File: config.mk
export PLATFORM = sky130hd
export DESIGN_NAME = banked_irq_ctrl
export DESIGN_NICKNAME = d
export VERILOG_FILES = /design/src/rtl/irq_pkg.sv /design/src/rtl/irq_sync.sv /design/src/rtl/irq_prio_enc.sv /design/src/rtl/irq_bank.sv /design/src/rtl/banked_irq_ctrl.sv
export SDC_FILE = /design/constraint.sdc
export NUM_CORES = 2
export LEC_CHECK = 0
export ABC_AREA = 1
export BUFFER_PORTS_ARGS = -buffer_cell sky130_fd_sc_hd__buf_4
export CAP_MARGIN = 25
export CORE_MARGIN = 3
export CORE_UTILIZATION = 40
export CTS_BUF_LIST = sky130_fd_sc_hd__clkbuf_4 sky130_fd_sc_hd__clkbuf_8
export DETAILED_ROUTE_END_ITERATION = 10
export PLACE_DENSITY = 0.66
export SLEW_MARGIN = 20
export SYNTH_ARGS = -nofsm -noshare
export SYNTH_HDL_FRONTEND = slang
export SYNTH_HIERARCHICAL = 1
export SYNTH_SLANG_ARGS = --single-unit
File: constraint.sdc
create_clock -name clk -period 3.75 [get_ports clk]
set_input_delay 0.375 -clock clk [delete_from_list [all_inputs] [get_ports clk]]
set_output_delay 0.375 -clock clk [all_outputs]
set_load 0.02 [all_outputs]
File: src/rtl/irq_pkg.sv
package irq_pkg;
    localparam int SRC_PER_BANK = 32;
    localparam int IDX_W        = $clog2(SRC_PER_BANK);
    localparam int BANK_BYTES   = 24;
    localparam int OFF_W        = 5;

    localparam logic [OFF_W-1:0] OFF_STATUS = 5'h00;
    localparam logic [OFF_W-1:0] OFF_ENABLE = 5'h04;
    localparam logic [OFF_W-1:0] OFF_SET    = 5'h08;
    localparam logic [OFF_W-1:0] OFF_CLEAR  = 5'h0C;
    localparam logic [OFF_W-1:0] OFF_POL    = 5'h10;
    localparam logic [OFF_W-1:0] OFF_EDGE   = 5'h14;

    typedef logic [SRC_PER_BANK-1:0] src_vec_t;

    typedef struct packed {
        src_vec_t en;
        src_vec_t pol;
        src_vec_t edg;
        src_vec_t pend;
        src_vec_t prev;
    } bank_state_t;
endpackage

File: src/rtl/irq_sync.sv
module irq_sync #(
    parameter int W = 32
) (
    input  logic         clk,
    input  logic         rst_n,
    input  logic [W-1:0] d_i,
    output logic [W-1:0] q_o
);
    typedef struct packed {
        logic [W-1:0] s1;
        logic [W-1:0] s2;
    } sync_t;

    sync_t st_d, st_q;

    always_comb begin
        st_d.s1 = d_i;
        st_d.s2 = st_q.s1;
    end

    always_ff @(posedge clk or negedge rst_n) begin
        if (!rst_n) st_q <= '0;
        else        st_q <= st_d;
    end

    assign q_o = st_q.s2;
endmodule

File: src/rtl/irq_prio_enc.sv
module irq_prio_enc #(
    parameter int N     = 32,
    parameter int IDX_W = $clog2(N)
) (
    input  logic             clk,
    input  logic             rst_n,
    input  logic [N-1:0]     req_i,
    output logic             vld_o,
    output logic [IDX_W-1:0] idx_o
);
    always_comb begin
        idx_o = '0;
        for (int i = N - 1; i >= 0; i--) begin
            if (req_i[i]) idx_o = IDX_W'(i);
        end
        vld_o = |req_i;
    end

    p_idx_lowest_r9 : assert property (@(posedge clk) disable iff (!rst_n)
        vld_o |-> (req_i[idx_o] && ((req_i & ((N'(1) << idx_o) - N'(1))) == '0)));
endmodule

File: src/rtl/irq_bank.sv
module irq_bank
    import irq_pkg::*;
(
    input  logic             clk,
    input  logic             rst_n,
    input  src_vec_t         src_i,
    input  logic             hit_i,
    input  logic             wr_i,
    input  logic [OFF_W-1:0] off_i,
    input  src_vec_t         wdata_i,
    output src_vec_t         rdata_o,
    output logic             irq_o,
    output logic             vld_o,
    output logic [IDX_W-1:0] idx_o
);
    bank_state_t st_d, st_q;
    src_vec_t    sync_s, act_lvl, act_ev, edge_hit, set_w, clr_w, status, masked;
    logic        wr_en;

    irq_sync #(.W(SRC_PER_BANK)) u_sync (
        .clk(clk), .rst_n(rst_n), .d_i(src_i), .q_o(sync_s)
    );

    always_comb begin
        wr_en    = hit_i && wr_i;
        act_lvl  = ~(sync_s ^ st_q.pol);
        act_ev   = (sync_s ^ st_q.prev) & act_lvl;
        edge_hit = act_ev & st_q.edg;
        set_w    = (wr_en && off_i == OFF_SET)   ? wdata_i : '0;
        clr_w    = (wr_en && off_i == OFF_CLEAR) ? wdata_i : '0;
        status   = (st_q.edg & st_q.pend) | (~st_q.edg & (act_lvl | st_q.pend));
        masked   = status & st_q.en;

        st_d      = st_q;
        st_d.prev = sync_s;
        st_d.pend = (st_q.pend & ~clr_w) | set_w | edge_hit;
        if (wr_en && off_i == OFF_ENABLE) st_d.en  = wdata_i;
        if (wr_en && off_i == OFF_POL)    st_d.pol = wdata_i;
        if (wr_en && off_i == OFF_EDGE)   st_d.edg = wdata_i;

        rdata_o = '0;
        if (hit_i) begin
            case (off_i)
                OFF_STATUS: rdata_o = status;
                OFF_ENABLE: rdata_o = st_q.en;
                OFF_POL:    rdata_o = st_q.pol;
                OFF_EDGE:   rdata_o = st_q.edg;
                default:    rdata_o = '0;
            endcase
        end
        irq_o = |masked;
    end

    always_ff @(posedge clk or negedge rst_n) begin
        if (!rst_n) st_q <= '0;
        else        st_q <= st_d;
    end

    irq_prio_enc #(.N(SRC_PER_BANK), .IDX_W(IDX_W)) u_prio (
        .clk(clk), .rst_n(rst_n), .req_i(masked), .vld_o(vld_o), .idx_o(idx_o)
    );

    p_clear_r4 : assert property (@(posedge clk) disable iff (!rst_n)
        (clr_w != '0) |=> ((st_q.pend & $past(clr_w & ~edge_hit)) == '0));

    p_set_r7 : assert property (@(posedge clk) disable iff (!rst_n)
        (set_w != '0) |=> ((st_q.pend & $past(set_w)) == $past(set_w)));

    p_edge_wins_r8 : assert property (@(posedge clk) disable iff (!rst_n)
        ((edge_hit & clr_w) != '0) |=> ((st_q.pend & $past(edge_hit & clr_w)) == $past(edge_hit & clr_w)));
endmodule

File: src/rtl/banked_irq_ctrl.sv
module banked_irq_ctrl
    import irq_pkg::*;
#(
    parameter int NUM_BANKS = 4,
    parameter int ADDR_W    = 8
) (
    input  logic                        clk,
    input  logic                        rst_n,
    input  logic [NUM_BANKS*32-1:0]     src_i,
    input  logic                        bus_sel_i,
    input  logic                        bus_wr_i,
    input  logic [ADDR_W-1:0]           bus_addr_i,
    input  logic [31:0]                 bus_wdata_i,
    output logic [31:0]                 bus_rdata_o,
    output logic [NUM_BANKS-1:0]        irq_o,
    output logic [NUM_BANKS-1:0]        pend_vld_o,
    output logic [NUM_BANKS*IDX_W-1:0]  pend_idx_o
);
    localparam int SPAN = NUM_BANKS * BANK_BYTES;

    src_vec_t bank_rdata [NUM_BANKS];

    for (genvar b = 0; b < NUM_BANKS; b++) begin : g_bank
        localparam int BASE = b * BANK_BYTES;
        logic             hit;
        logic [ADDR_W:0]  rel;

        always_comb begin
            rel = {1'b0, bus_addr_i} - (ADDR_W + 1)'(BASE);
            hit = bus_sel_i && (int'(bus_addr_i) >= BASE) && (int'(bus_addr_i) < BASE + BANK_BYTES);
        end

        irq_bank u_bank (
            .clk    (clk),
            .rst_n  (rst_n),
            .src_i  (src_i[b*SRC_PER_BANK +: SRC_PER_BANK]),
            .hit_i  (hit),
            .wr_i   (bus_wr_i),
            .off_i  (rel[OFF_W-1:0]),
            .wdata_i(bus_wdata_i),
            .rdata_o(bank_rdata[b]),
            .irq_o  (irq_o[b]),
            .vld_o  (pend_vld_o[b]),
            .idx_o  (pend_idx_o[b*IDX_W +: IDX_W])
        );

        p_irq_vld_r3 : assert property (@(posedge clk) disable iff (!rst_n)
            irq_o[b] == pend_vld_o[b]);
    end

    always_comb begin
        bus_rdata_o = '0;
        for (int b = 0; b < NUM_BANKS; b++) bus_rdata_o |= bank_rdata[b];
    end

    initial begin
        p_map_fits_r1 : assert (SPAN <= (1 << ADDR_W));
    end
endmodule

==> results.yml <==
run_status:
  status: "complete, but fails checks"
  failed_checks: "setup timing"
setup_path:
  reg2reg_slack_ps: 2630
  cp_common_cell: "nand2_1"
  r2r_start: "g_bank[0].u_bank/u_sync/q_o[27]"
  critical-path-max-stage-delay_ps: 460
  path_class: "reg2out"
  critPathMaxFanout: 3
  r2r_cells: 4
  worstPathRequired_ps: 3380
  crit_arrival_ps: 3550
  r2r-end: "g_bank[0].u_bank/st_q[59]"
  critical_path.startpoint_type: "register"
  critPathSlowestCell: "dfrtp_2"
  critPathCaptureType: "primary output"
routing:
  wl_per_cell_um: 17.9
  final_antenna_net_count: 0
  avgViaCountPerCell: 4.90
  drt_iter0_markers: 3365
  vias: 37300
  wirelength_um: 136000
  drtPass1Iterations: 5
  drcViolationCount: 0
sta:
  slew_headroom_pct: 36.2
  fin_worst_skew_ps: 38.6
  fin_ws_ps: -178
  setup_viol: 5
  slew_violations: 0
  final.period_utilization_pct: 105
  hold_ws_ps: 190
  fin_crit_ps: 3930
  tightest_slew_ps: 957
  hold_viol: 0
  fmax_mhz: 255
  rsz0062_at_grt: "true"
  setup_tns_ps: -533
clock_network:
  cts_inserted_buffers: 156
  cts_num_sinks: 896
  tritoncts: "built"
  cts_root_buf: "clkbuf_8"
  htreeDepth: 4
  clock_path_buffers: 3
  clock_latency_ps: 830
  clk_pin_slew_ps: 60
yosys:
  yosysWarningCount: 6
  synth_top_area_share_pct: 52.2
  syn-num-nets: 5778
  synth_area_mm2: 0.0430
  avgSynthCellArea_um2: 7.67
  ys_top_cells_by_area: "dfrtp_1, nand2_1, inv_1, o21ai_0, nor2_1"
  ys_seq_area_share_pct: 52.2
  synth_cell_types: 38
  yosys_register_bits: 896
  syn_inst: 5604
  synth_area_leader_cell: "dfrtp_1"
grt:
  first_global_vias: 35400
  grt-busiest-layer: "met2"
  grt_use_met2_pct: 36.8
  grt_pass1_wl_um: 207000
  grtUsageMet3_pct: 5.15
  gr-usage-met1_pct: 34.0
  overflow: 0
  grt_antenna_before_repair: 4
  grt_usage_pct: 24.2
  grt_max_degree: 75
job:
  drv_cap: 0
cells_and_area:
  regArea_mm2: 0.0224
  fill_cells: 10300
  final_util_pct: 48.8
  nNetsFinal: 6264
  multiInputGateArea_mm2: 0.0158
  drive_above_1_share_pct: 14.0
  area_growth_pct: 20.4
floorplan:
  pin_count: 232
  initial_core_util_pct: 40.5
  die_y_um: 334
  fp.dieW_um: 334
  die_area_mm2: 0.111
  core-area_mm2: 0.106
  fp-row-count: 119
placed_design:
  place_hpwl_um: 92900
  gp_congestion: 0.933
  numPortBuffers: 231
  dp_worst_setup_slack_ps: 331
power_and_ir_drop:
  fin_total_pwr_mw: 23.1
  peakVddDrop_v: 0.000286
  p_per_area_mw_per_mm2: 446
  leakage_nw: 27.2
worst_hold_path:
  worstHoldPathType: "in2async"
-- power breakdown --
group	leakage [nW]	switching (mW)	total (mW)	internal [mW]
Combinational	14.4	1.82	2.85	1.03
Clock	1.84	4.13	9.80	5.67
Sequential	10.9	0.310	10.4	10.1
Total	27.2	6.25	23.1	16.8
-- registers in the layout, indices dropped and copies added (netlist names) --
| signal | count |
|---|---|
| g_bank.u_bank/u_sync/st_d | 128 |
| g_bank.u_bank/u_sync/q_o | 128 |
| g_bank.u_bank/st_q | 640 |
-- kinds of logic after synthesis --
| kind of cell | synth area share [%] |
|---|---|
| adders and majority gates | 0.0582 |
| xor gates and xnor gates | 0.652 |
| AOI/OAI and AO/OA | 12.3 |
| and+or+nand+nor | 23.3 |
| DFF | 52.2 |
| buffers and inverters | 11.6 |
-- what timing repair did --
item,4_1_cts,5_1_grt
endpoints found under the setup margin,10,10
pin swaps,10,35
hold buffers,161,0
buffers inserted,5,11
resized for setup,38,69
hold endpoints to repair,675,0
-- metal layers --
layer,wire length (um),vias to the layer above
met5,0,-
met4,5030,0
met3,10800,272
met2,58900,1321
met1,61200,17500
li1,-,18100
-- synth_stat cells, drive strengths merged --
| library cell | number |
|---|---|
| xnor2 | 16 |
| nand4 | 4 |
| o21bai | 4 |
| nand3 | 167 |
| dfrtp | 896 |
| a21boi | 4 |
| bufinv | 8 |
| nor3 | 16 |
| nand2 | 1888 |
| o21ai | 716 |
| nor2 | 436 |
| inv | 1022 |
| clkbuf | 80 |
| a211oi | 4 |
| o22ai | 84 |
| nand3b | 1 |
| nor4 | 8 |
| a311oi | 4 |
| and3 | 1 |
| o31ai | 4 |
| or2 | 4 |
| and2 | 4 |
| a21oi | 127 |
| a31oi | 4 |
| xor2 | 16 |
| buf | 84 |
| ha | 2 |
-- metrics by stage --
step	cell area (um^2)	instances
floorplan	43000	5604
CTS	51500	7592
global placement	46300	7146
global route	51800	7607
finish	51800	7611
detailed placement	46300	7146
-- cells in the final DEF, fill, tap and decap left out, types with 84 or more instances in the layout --
master / n
clkbuf_8: 199
inv_1: 965
nor2_1: 429
nand3_1: 159
o21ai_2: 92
buf_4: 307
dfrtp_1: 892
nand2_1: 1834
o22ai_1: 84
o21ai_1: 100
dlygate4sd3_1: 161
a21oi_1: 120
o21ai_0: 524
-- worst max-delay path, delay by kind of cell, from the launching register on --
kind | cells | cell delay [ps]
buffers and inverters | 3 | 280
AND/OR/NAND/NOR | 34 | 1850
flip-flops | 1 | 460
AO/OA/AOI/OAI | 1 | 150
-- area by class of cell --
class                           instances  share of cell area, %
Sequential cell                       896                   43.3
Multi-Input combinational cell       3514                   30.5
Timing Repair Buffer                  492                   8.42
Inverter                             1030                   7.68
Clock buffer                          249                   6.02
Tap cell                             1391                   3.36
Clock inverter                         31                  0.631
Antenna cell                            8                 0.0387
-- worst max path at each step --
stage	endpoint	slack (ps)	from
global placement	bus_rdata_o[30]	370	bus_addr_i[3]
floorplan	pend_idx_o[0]	1150	g_bank[0].u_bank/st_q[125]
CTS	pend_idx_o[5]	-220	g_bank[1].u_bank/st_q[127]
detailed placement	bus_rdata_o[30]	330	bus_addr_i[3]
global route	pend_idx_o[0]	-610	g_bank[0].u_bank/u_sync/q_o[31]
finish	pend_idx_o[0]	-180	g_bank[0].u_bank/u_sync/q_o[31]
Note: power is estimated with default switching activity, not from simulation.
